### src/rtl/dbus_mem_pkg.sv
package dbus_mem_pkg;

   typedef enum logic [1:0] {
      OP_IDLE  = 2'd0,
      OP_READ  = 2'd1,
      OP_WRITE = 2'd2,
      OP_BAD   = 2'd3
   } dbus_op_e;

   // Accepted lane masks: full word, either halfword, any single byte.
   function automatic logic lane_mask_ok(input logic [3:0] m);
      logic ok;
      case (m)
         4'b1111, 4'b1100, 4'b0011,
         4'b1000, 4'b0100, 4'b0010, 4'b0001: ok = 1'b1;
         default:                           ok = 1'b0;
      endcase
      return ok;
   endfunction

endpackage

### src/rtl/dbus_req_decode.sv
module dbus_req_decode
   import dbus_mem_pkg::*;
#(
   parameter int ADDR_W      = 32,
   parameter int LANES       = 4,
   parameter int DEPTH_WORDS = 64,
   localparam int IDX_W      = $clog2(DEPTH_WORDS),
   localparam int WA_W       = ADDR_W - 2
) (
   input  logic             req_en,
   input  logic [ADDR_W-1:0] req_addr,
   input  logic             req_rd,
   input  logic             req_wr,
   input  logic [LANES-1:0] req_lanes,
   output dbus_op_e         op,
   output logic             in_range,
   output logic [IDX_W-1:0] word_idx
);

   localparam logic [WA_W-1:0] SPAN = WA_W'(DEPTH_WORDS);

   // Byte offset inside the word is the requester's concern.
   logic unused_byte_ofs;
   assign unused_byte_ofs = ^req_addr[1:0];

   always_comb begin
      op = OP_IDLE;
      if (req_en) begin
         if (req_rd && !req_wr)
            op = OP_READ;
         else if (!req_rd && req_wr)
            op = lane_mask_ok(req_lanes) ? OP_WRITE : OP_BAD;
         else
            op = OP_BAD;
      end
   end

   assign in_range = (req_addr[ADDR_W-1:2] < SPAN);
   assign word_idx = req_addr[2 +: IDX_W];

endmodule

### src/rtl/dbus_ack_timer.sv
module dbus_ack_timer #(
   parameter int WAIT_STATES = 0,
   localparam int CNT_W      = (WAIT_STATES < 1) ? 1 : $clog2(WAIT_STATES + 1)
) (
   input  logic clk,
   input  logic rst_n,
   input  logic req_en,
   output logic ack
);

   generate
      if (WAIT_STATES == 0) begin : g_nowait
         logic unused_clk_rst;
         assign unused_clk_rst = clk ^ rst_n;
         assign ack = req_en;
      end else begin : g_wait
         logic [CNT_W-1:0] cnt;

         always_ff @(posedge clk or negedge rst_n) begin
            if (!rst_n)
               cnt <= '0;
            else if (!req_en || ack)
               cnt <= '0;
            else
               cnt <= cnt + 1'b1;
         end

         assign ack = req_en && (cnt == CNT_W'(WAIT_STATES));

         // an ack is preceded by an enabled, unacknowledged cycle
         p_ack_after_wait_r5: assert property (@(posedge clk) disable iff (!rst_n)
            ack |-> $past(req_en && !ack));

         // the wait counter never passes its limit
         p_cnt_bound_r5: assert property (@(posedge clk) disable iff (!rst_n)
            cnt <= CNT_W'(WAIT_STATES));
      end
   endgenerate

endmodule

### src/rtl/dbus_lane_mem.sv
module dbus_lane_mem #(
   parameter int DATA_W      = 32,
   parameter int DEPTH_WORDS = 64,
   localparam int LANES      = DATA_W / 8,
   localparam int IDX_W      = $clog2(DEPTH_WORDS)
) (
   input  logic              clk,
   input  logic              rst_n,
   input  logic              wr_en,
   input  logic [IDX_W-1:0]  wr_idx,
   input  logic [LANES-1:0]  wr_lanes,
   input  logic [DATA_W-1:0] wr_data,
   input  logic [IDX_W-1:0]  rd_idx,
   output logic [DATA_W-1:0] rd_word
);

   generate
      for (genvar l = 0; l < LANES; l++) begin : g_lane
         logic [7:0] cells [DEPTH_WORDS];

         always_ff @(posedge clk or negedge rst_n) begin
            if (!rst_n) begin
               for (int w = 0; w < DEPTH_WORDS; w++)
                  cells[w] <= 8'h00;
            end else if (wr_en && wr_lanes[l]) begin
               cells[wr_idx] <= wr_data[l*8 +: 8];
            end
         end

         assign rd_word[l*8 +: 8] = cells[rd_idx];
      end

      if (LANES == 4) begin : g_chk4
         // only word, halfword or single-byte masks reach the array
         p_commit_lanes_r3: assert property (@(posedge clk) disable iff (!rst_n)
            wr_en |-> ($countones(wr_lanes) == 4 || $countones(wr_lanes) == 1 ||
                       wr_lanes == 4'b1100 || wr_lanes == 4'b0011));
      end
   endgenerate

endmodule

### src/rtl/dbus_mem_target.sv
module dbus_mem_target
   import dbus_mem_pkg::*;
#(
   parameter int ADDR_W      = 32,
   parameter int DATA_W      = 32,
   parameter int DEPTH_WORDS = 64,
   parameter int WAIT_STATES = 0,
   localparam int LANES      = DATA_W / 8,
   localparam int IDX_W      = $clog2(DEPTH_WORDS)
) (
   input  logic              clk,
   input  logic              rst_n,
   input  logic              req_en,
   input  logic [ADDR_W-1:0] req_addr,
   input  logic              req_rd,
   input  logic              req_wr,
   input  logic [LANES-1:0]  req_lanes,
   input  logic [DATA_W-1:0] req_wdata,
   output logic              rsp_ack,
   output logic [DATA_W-1:0] rsp_rdata,
   output logic              proto_err
);

   initial begin : elab_chk
      assert (DATA_W == 32) else $error("DATA_W must be 32");
      assert (ADDR_W > IDX_W + 2) else $error("ADDR_W too small for DEPTH_WORDS");
      assert (DEPTH_WORDS >= 2 && (DEPTH_WORDS & (DEPTH_WORDS - 1)) == 0)
         else $error("DEPTH_WORDS must be a power of two >= 2");
      assert (WAIT_STATES >= 0) else $error("WAIT_STATES must be >= 0");
   end

   dbus_op_e         op;
   logic             in_range;
   logic [IDX_W-1:0] word_idx;
   logic [DATA_W-1:0] stored_word;
   logic             commit;

   dbus_req_decode #(
      .ADDR_W      (ADDR_W),
      .LANES       (LANES),
      .DEPTH_WORDS (DEPTH_WORDS)
   ) u_decode (
      .req_en    (req_en),
      .req_addr  (req_addr),
      .req_rd    (req_rd),
      .req_wr    (req_wr),
      .req_lanes (req_lanes),
      .op        (op),
      .in_range  (in_range),
      .word_idx  (word_idx)
   );

   dbus_ack_timer #(
      .WAIT_STATES (WAIT_STATES)
   ) u_timer (
      .clk    (clk),
      .rst_n  (rst_n),
      .req_en (req_en),
      .ack    (rsp_ack)
   );

   assign commit = rsp_ack && (op == OP_WRITE) && in_range;

   dbus_lane_mem #(
      .DATA_W      (DATA_W),
      .DEPTH_WORDS (DEPTH_WORDS)
   ) u_mem (
      .clk      (clk),
      .rst_n    (rst_n),
      .wr_en    (commit),
      .wr_idx   (word_idx),
      .wr_lanes (req_lanes),
      .wr_data  (req_wdata),
      .rd_idx   (word_idx),
      .rd_word  (stored_word)
   );

   assign rsp_rdata = (rsp_ack && op == OP_READ && in_range) ? stored_word : '0;

   always_ff @(posedge clk or negedge rst_n) begin
      if (!rst_n)
         proto_err <= 1'b0;
      else if (rsp_ack && op == OP_BAD)
         proto_err <= 1'b1;
   end

   // no acknowledge without a request
   p_ack_needs_en_r5: assert property (@(posedge clk) disable iff (!rst_n)
      rsp_ack |-> req_en);

   // error flag holds once set
   p_err_sticky_r8: assert property (@(posedge clk) disable iff (!rst_n)
      proto_err |=> proto_err);

   // error rises only after an acknowledged contradictory or badly masked request
   p_err_cause_r4: assert property (@(posedge clk) disable iff (!rst_n)
      $rose(proto_err) |-> $past(rsp_ack && (req_rd == req_wr ||
                                 (req_wr && !lane_mask_ok(req_lanes)))));

   // nothing is committed beyond the configured depth
   p_oor_no_commit_r7: assert property (@(posedge clk) disable iff (!rst_n)
      commit |-> (req_addr[ADDR_W-1:2] < (ADDR_W-2)'(DEPTH_WORDS)));

   // non-zero read data only on an acknowledged read
   p_rdata_quiet_r9: assert property (@(posedge clk) disable iff (!rst_n)
      (rsp_rdata != '0) |-> (rsp_ack && req_rd && !req_wr));

endmodule

### config.mk
export PLATFORM = sky130hd
export DESIGN_NAME = dbus_mem_target
export DESIGN_NICKNAME = d
export VERILOG_FILES = /design/src/rtl/dbus_mem_pkg.sv /design/src/rtl/dbus_req_decode.sv /design/src/rtl/dbus_ack_timer.sv /design/src/rtl/dbus_lane_mem.sv /design/src/rtl/dbus_mem_target.sv
export SDC_FILE = /design/constraint.sdc
export NUM_CORES = 2
export LEC_CHECK = 0
export CAP_MARGIN = 20
export CORE_UTILIZATION = 25
export DETAILED_ROUTE_END_ITERATION = 8
export GPL_ROUTABILITY_DRIVEN = 1
export GPL_TIMING_DRIVEN = 0
export MAX_ROUTING_LAYER = met4
export PLACE_DENSITY = 0.48
export RECOVER_POWER = 50
export SLEW_MARGIN = 20
export SYNTH_ARGS = -nofsm -noshare
export SYNTH_HDL_FRONTEND = slang
export SYNTH_SLANG_ARGS = --single-unit
export TNS_END_PERCENT = 30
### constraint.sdc
create_clock -name clk -period 2.85 [get_ports clk]
set_clock_uncertainty 0.15 [all_clocks]
set_input_delay 0.57 -clock clk [delete_from_list [all_inputs] [get_ports clk]]
set_output_delay 0.57 -clock clk [all_outputs]
set_load 0.05 [all_outputs]
==> implementation parameters <==
Parameter                              Value

Routing
  Vias per cell ... 5.73
  Remaining design rule violation count ... 0
  Total length of routed met3 wires ... 74,400 um
  Routed wirelength normalized by instance count ... 45.5 um
  Final WL ... 586,000 um
  Uppermost signal routing layer after detailed routing ... met4
  Metal-1 WL ... 216,000 um
  Number of nets with antenna violations after detailed routing ... 0
  First drt pass iteration count ... 6
  Count of vias placed by the detailed router ... 73,900
  Met2 WL post-DR ... 238,000 um
  Initial DRC count ... 10,500

Placed design
  Port Buffers ... 71
  Post-detail-place hpwl ... 391,000 um
  Worst Setup Slack post-DPL ... -4.91 ns
  Cells after DPL ... 11,900
  RePlAce Congestion ... 1.02

Cells and area
  Most common cell after layout, fill and taps aside ... sky130_fd_sc_hd__dfrtp_1
  Fill cells ... 36,500
  Non-filler instance count after layout ... 12,900
  Layout net count ... 7,698
  Most frequent cells in the layout ... sky130_fd_sc_hd__dfrtp_1 (2,049), sky130_fd_sc_hd__mux2_2 (1,545), sky130_fd_sc_hd__mux2_1 (647)
  Synthesis-to-layout area growth ... 32.4%
  Proportion of layout cells with a drive suffix above 1 ... 47.2%
  Reg area ... 0.0513 mm2
  Footprint of the multi-input gates ... 0.0427 mm2

Pwr
  Post-route total power ... 0.0690 W
  Maximum VDD drop ... 589 uV
  Lkg Pwr ... 59.5 nW
  Cell Pwr Density ... 556 mW/mm2

Setup path
  Reg2Reg Capture Point ... u_mem.g_lane[3].cells[323]$_DFFE_PN0P_
  CP arrival ... 3.42 ns
  Worst Setup Start Kind ... input pin
  Cell mode on critical path ... sky130_fd_sc_hd__buf_4
  Number of cells on the worst reg-to-reg path ... 1
  Crit-path slowest cell ... sky130_fd_sc_hd__nor4_4
  Category of the critical setup timing path ... input pin to primary output
  Worst-path maximum fanout ... 10
  Largest stage delay on the critical path ... 0.63 ns
  Slack of the worst reg-to-reg path ... 1.78 ns
  Crit path cell chain ... buf_4, clkbuf_8, nor3_2, buf_4, buf_4, clkbuf_2, buf_12, o21ai_1, o211ai_1, nor4_4, buf_6
  Timing startpoint of the critical path ... req_addr[6]
  Crit. End Element ... primary output
  R2R Path Start ... u_mem.g_lane[3].cells[323]$_DFFE_PN0P_
  Cell family with the largest share of critical-path delay ... buffers and inverters
  Buf/Inv on CP ... 7
  Worst endpoint required time ... 2.13 ns

Run status
  Result of the run ... complete, but fails checks
  Failing checks ... hold timing, capacitance limit, slew limit, setup timing

STA
  Number of endpoints failing setup at the final stage ... 1,773
  Worst slew margin relative to its limit ... -20.8%
  Min setup slack post-route ... -1.29 ns
  Worst-Margin Slew ... 1.81 ns
  Highest attainable clock frequency ... 242 MHz
  Worst hold-check slack ... -0.0370 ns
  Time the final worst path needs with I/O delays and setup ... 4.14 ns
  Final hold violation count ... 11
  Period utilization ... 145%
  Slew Limit Fails ... 117
  RSZ-0062 raised after global routing ... true

Clock network
  TritonCTS clock tree ... built
  Clock tree root buffer cell ... sky130_fd_sc_hd__clkbuf_16
  Maximum root-to-sink buffer count ... 4
  CTS sink count ... 2,049
  Inserted Clock Buffers ... 236
  Max H-tree Level ... 4
  Source-to-sink clock delay at the later pin of the worst-skew pair ... 0.98 ns
  Post-cts hold buffer count ... 1
  CTS clock-pin slew for the worst setup and hold paths ... 0.06 ns

Logic synthesis
  Average cell area after synthesis ... 13.9 um2
  Portion of the post-synthesis area used by sequential elements ... 54.7%
  Summed instance area of the synthesized netlist ... 0.0937 mm2
  Flop and latch count out of synthesis ... 2,049
  Yosys warns ... 0
  Flip-flop cell with the highest count after synthesis ... sky130_fd_sc_hd__dfrtp_1
  Synthesized netlist cell count ... 6,741
  Distinct cell type count after synthesis ... 64
  Count of flip-flops with a built-in enable after synthesis ... 0
  Share of synthesized flip-flops with an asynchronous set or reset ... 100%
  Post-Syn Nets ... 6,814

Global route
  Via count of the first global-routing pass ... 71,600
  Largest net degree at the start of global routing ... 148
  First-pass GRT wire length ... 747,000 um
  Congestion Overflow GR ... 0
  GR Util All Layers ... 31.1%
  Initial antenna violation count ... 96

Die
  Area of the die ... 0.377 mm2
  Floorplan core area ... 0.373 mm2
  Initial core utilization ... 25.1%
  Die outline height ... 614 um
  Top Ports ... 107
  Die Span X ... 614 um
  Row Count ... 224

Min path
  Kind of path behind the tightest hold check ... input pin to asynchronous set/reset pin

Job
  Max-Cap Viols ... 1
[synth_stat cells, drive strengths merged, types with 15 or more instances]
master      n  area [um2]
nor3       18        90.1
a21oi     107         536
mux2     2196       24700
o221ai    151        1320
mux2i     112        1120
o22a       16         140
nand2     397        2070
dfrtp    2049       51300
a211oi     21         158
and3       15        93.8
buf       217        1160
nor2      191         722
a2bb2oi    38         333
a22oi      30         225
clkbuf    333        1250
a221oi     48         420
o21ai     130         651
o22ai     299        1870
nor4       25         156
nand3      18        90.1
mux4      188        4230
[worst max-delay path by stage]
stage / to / slack, ns / depth (start not counted)
floorplan: rsp_rdata[17] / -0.51 / 9
global placement: u_mem.g_lane[2].cells[292]$_DFFE_PN0P_ / -92.82 / 1
detailed placement: rsp_rdata[18] / -4.91 / 11
CTS: rsp_rdata[7] / -1.21 / 12
global route: rsp_rdata[28] / -1.19 / 13
finish: rsp_rdata[13] / -1.29 / 11
[through the flow]
| stage | TNS (ns) | utilization (%) | instance area [um2] |
|---|---|---|---|
| after floorplan | -11.01 | - | 94500 |
| after global placement | - | 27.2 | 101000 |
| after detailed placement | -4067.84 | 28.0 | 104000 |
| after CTS | -212.30 | 32.3 | 120000 |
| after global routing | -771.81 | 33.3 | 124000 |
| final | -329.47 | 33.3 | 124000 |
[routing by layer]
layer | vias up | track usage (%)
met5 | - | -
li1 | 27100 | -
met3 | 1741 | 13.0
met2 | 5322 | 41.8
met1 | 39700 | 35.9
met4 | 0 | 25.8
[repair_timing]
| item | in CTS | in global routing |
|---|---|---|
| gates cloned | 5 | 4 |
| endpoints found under the setup margin | 2081 | 1882 |
| setup buffers | 282 | 177 |
| endpoints found under the hold margin | 116 | 115 |
| resized for setup | 1379 | 443 |
| pin swaps | 74 | 147 |
[sequential cells by signal, summed over array words and instances, names as in the netlist]
name / count
proto_err: 1
u_mem.g_lane.cells: 2048
[cells by family (layout without fill, tap and decap cells)]
logic type	after synthesis	after routing	synth area share [%]
muxes	2496	2496	32.1
DFF	2049	2049	54.7
other	0	113	0
AOI/OAI and AO/OA	914	914	6.71
buffers and inverters	562	1629	2.62
and+or+nand+nor	720	720	3.86
[report_power, final]
part,total [W],internal [W],switching (W)
logic,0.00844,0.00252,0.00592
registers,0.0291,0.0291,0.0000000000189
clock network,0.0314,0.0179,0.0135
[layout make-up]
| class | instances | share of cell area, % |
|---|---|---|
| diodes | 113 | 0.228 |
| repair buffers | 660 | 7.23 |
| multi-input cells | 4130 | 34.4 |
| well taps | 4972 | 5.01 |
| flip-flops and latches | 2049 | 41.3 |
| clock buffers | 363 | 5.67 |
| clock inverters | 58 | 0.622 |
| plain buffers | 536 | 5.44 |
| inverters | 12 | 0.0665 |
Power figures use the tool's default switching activity.
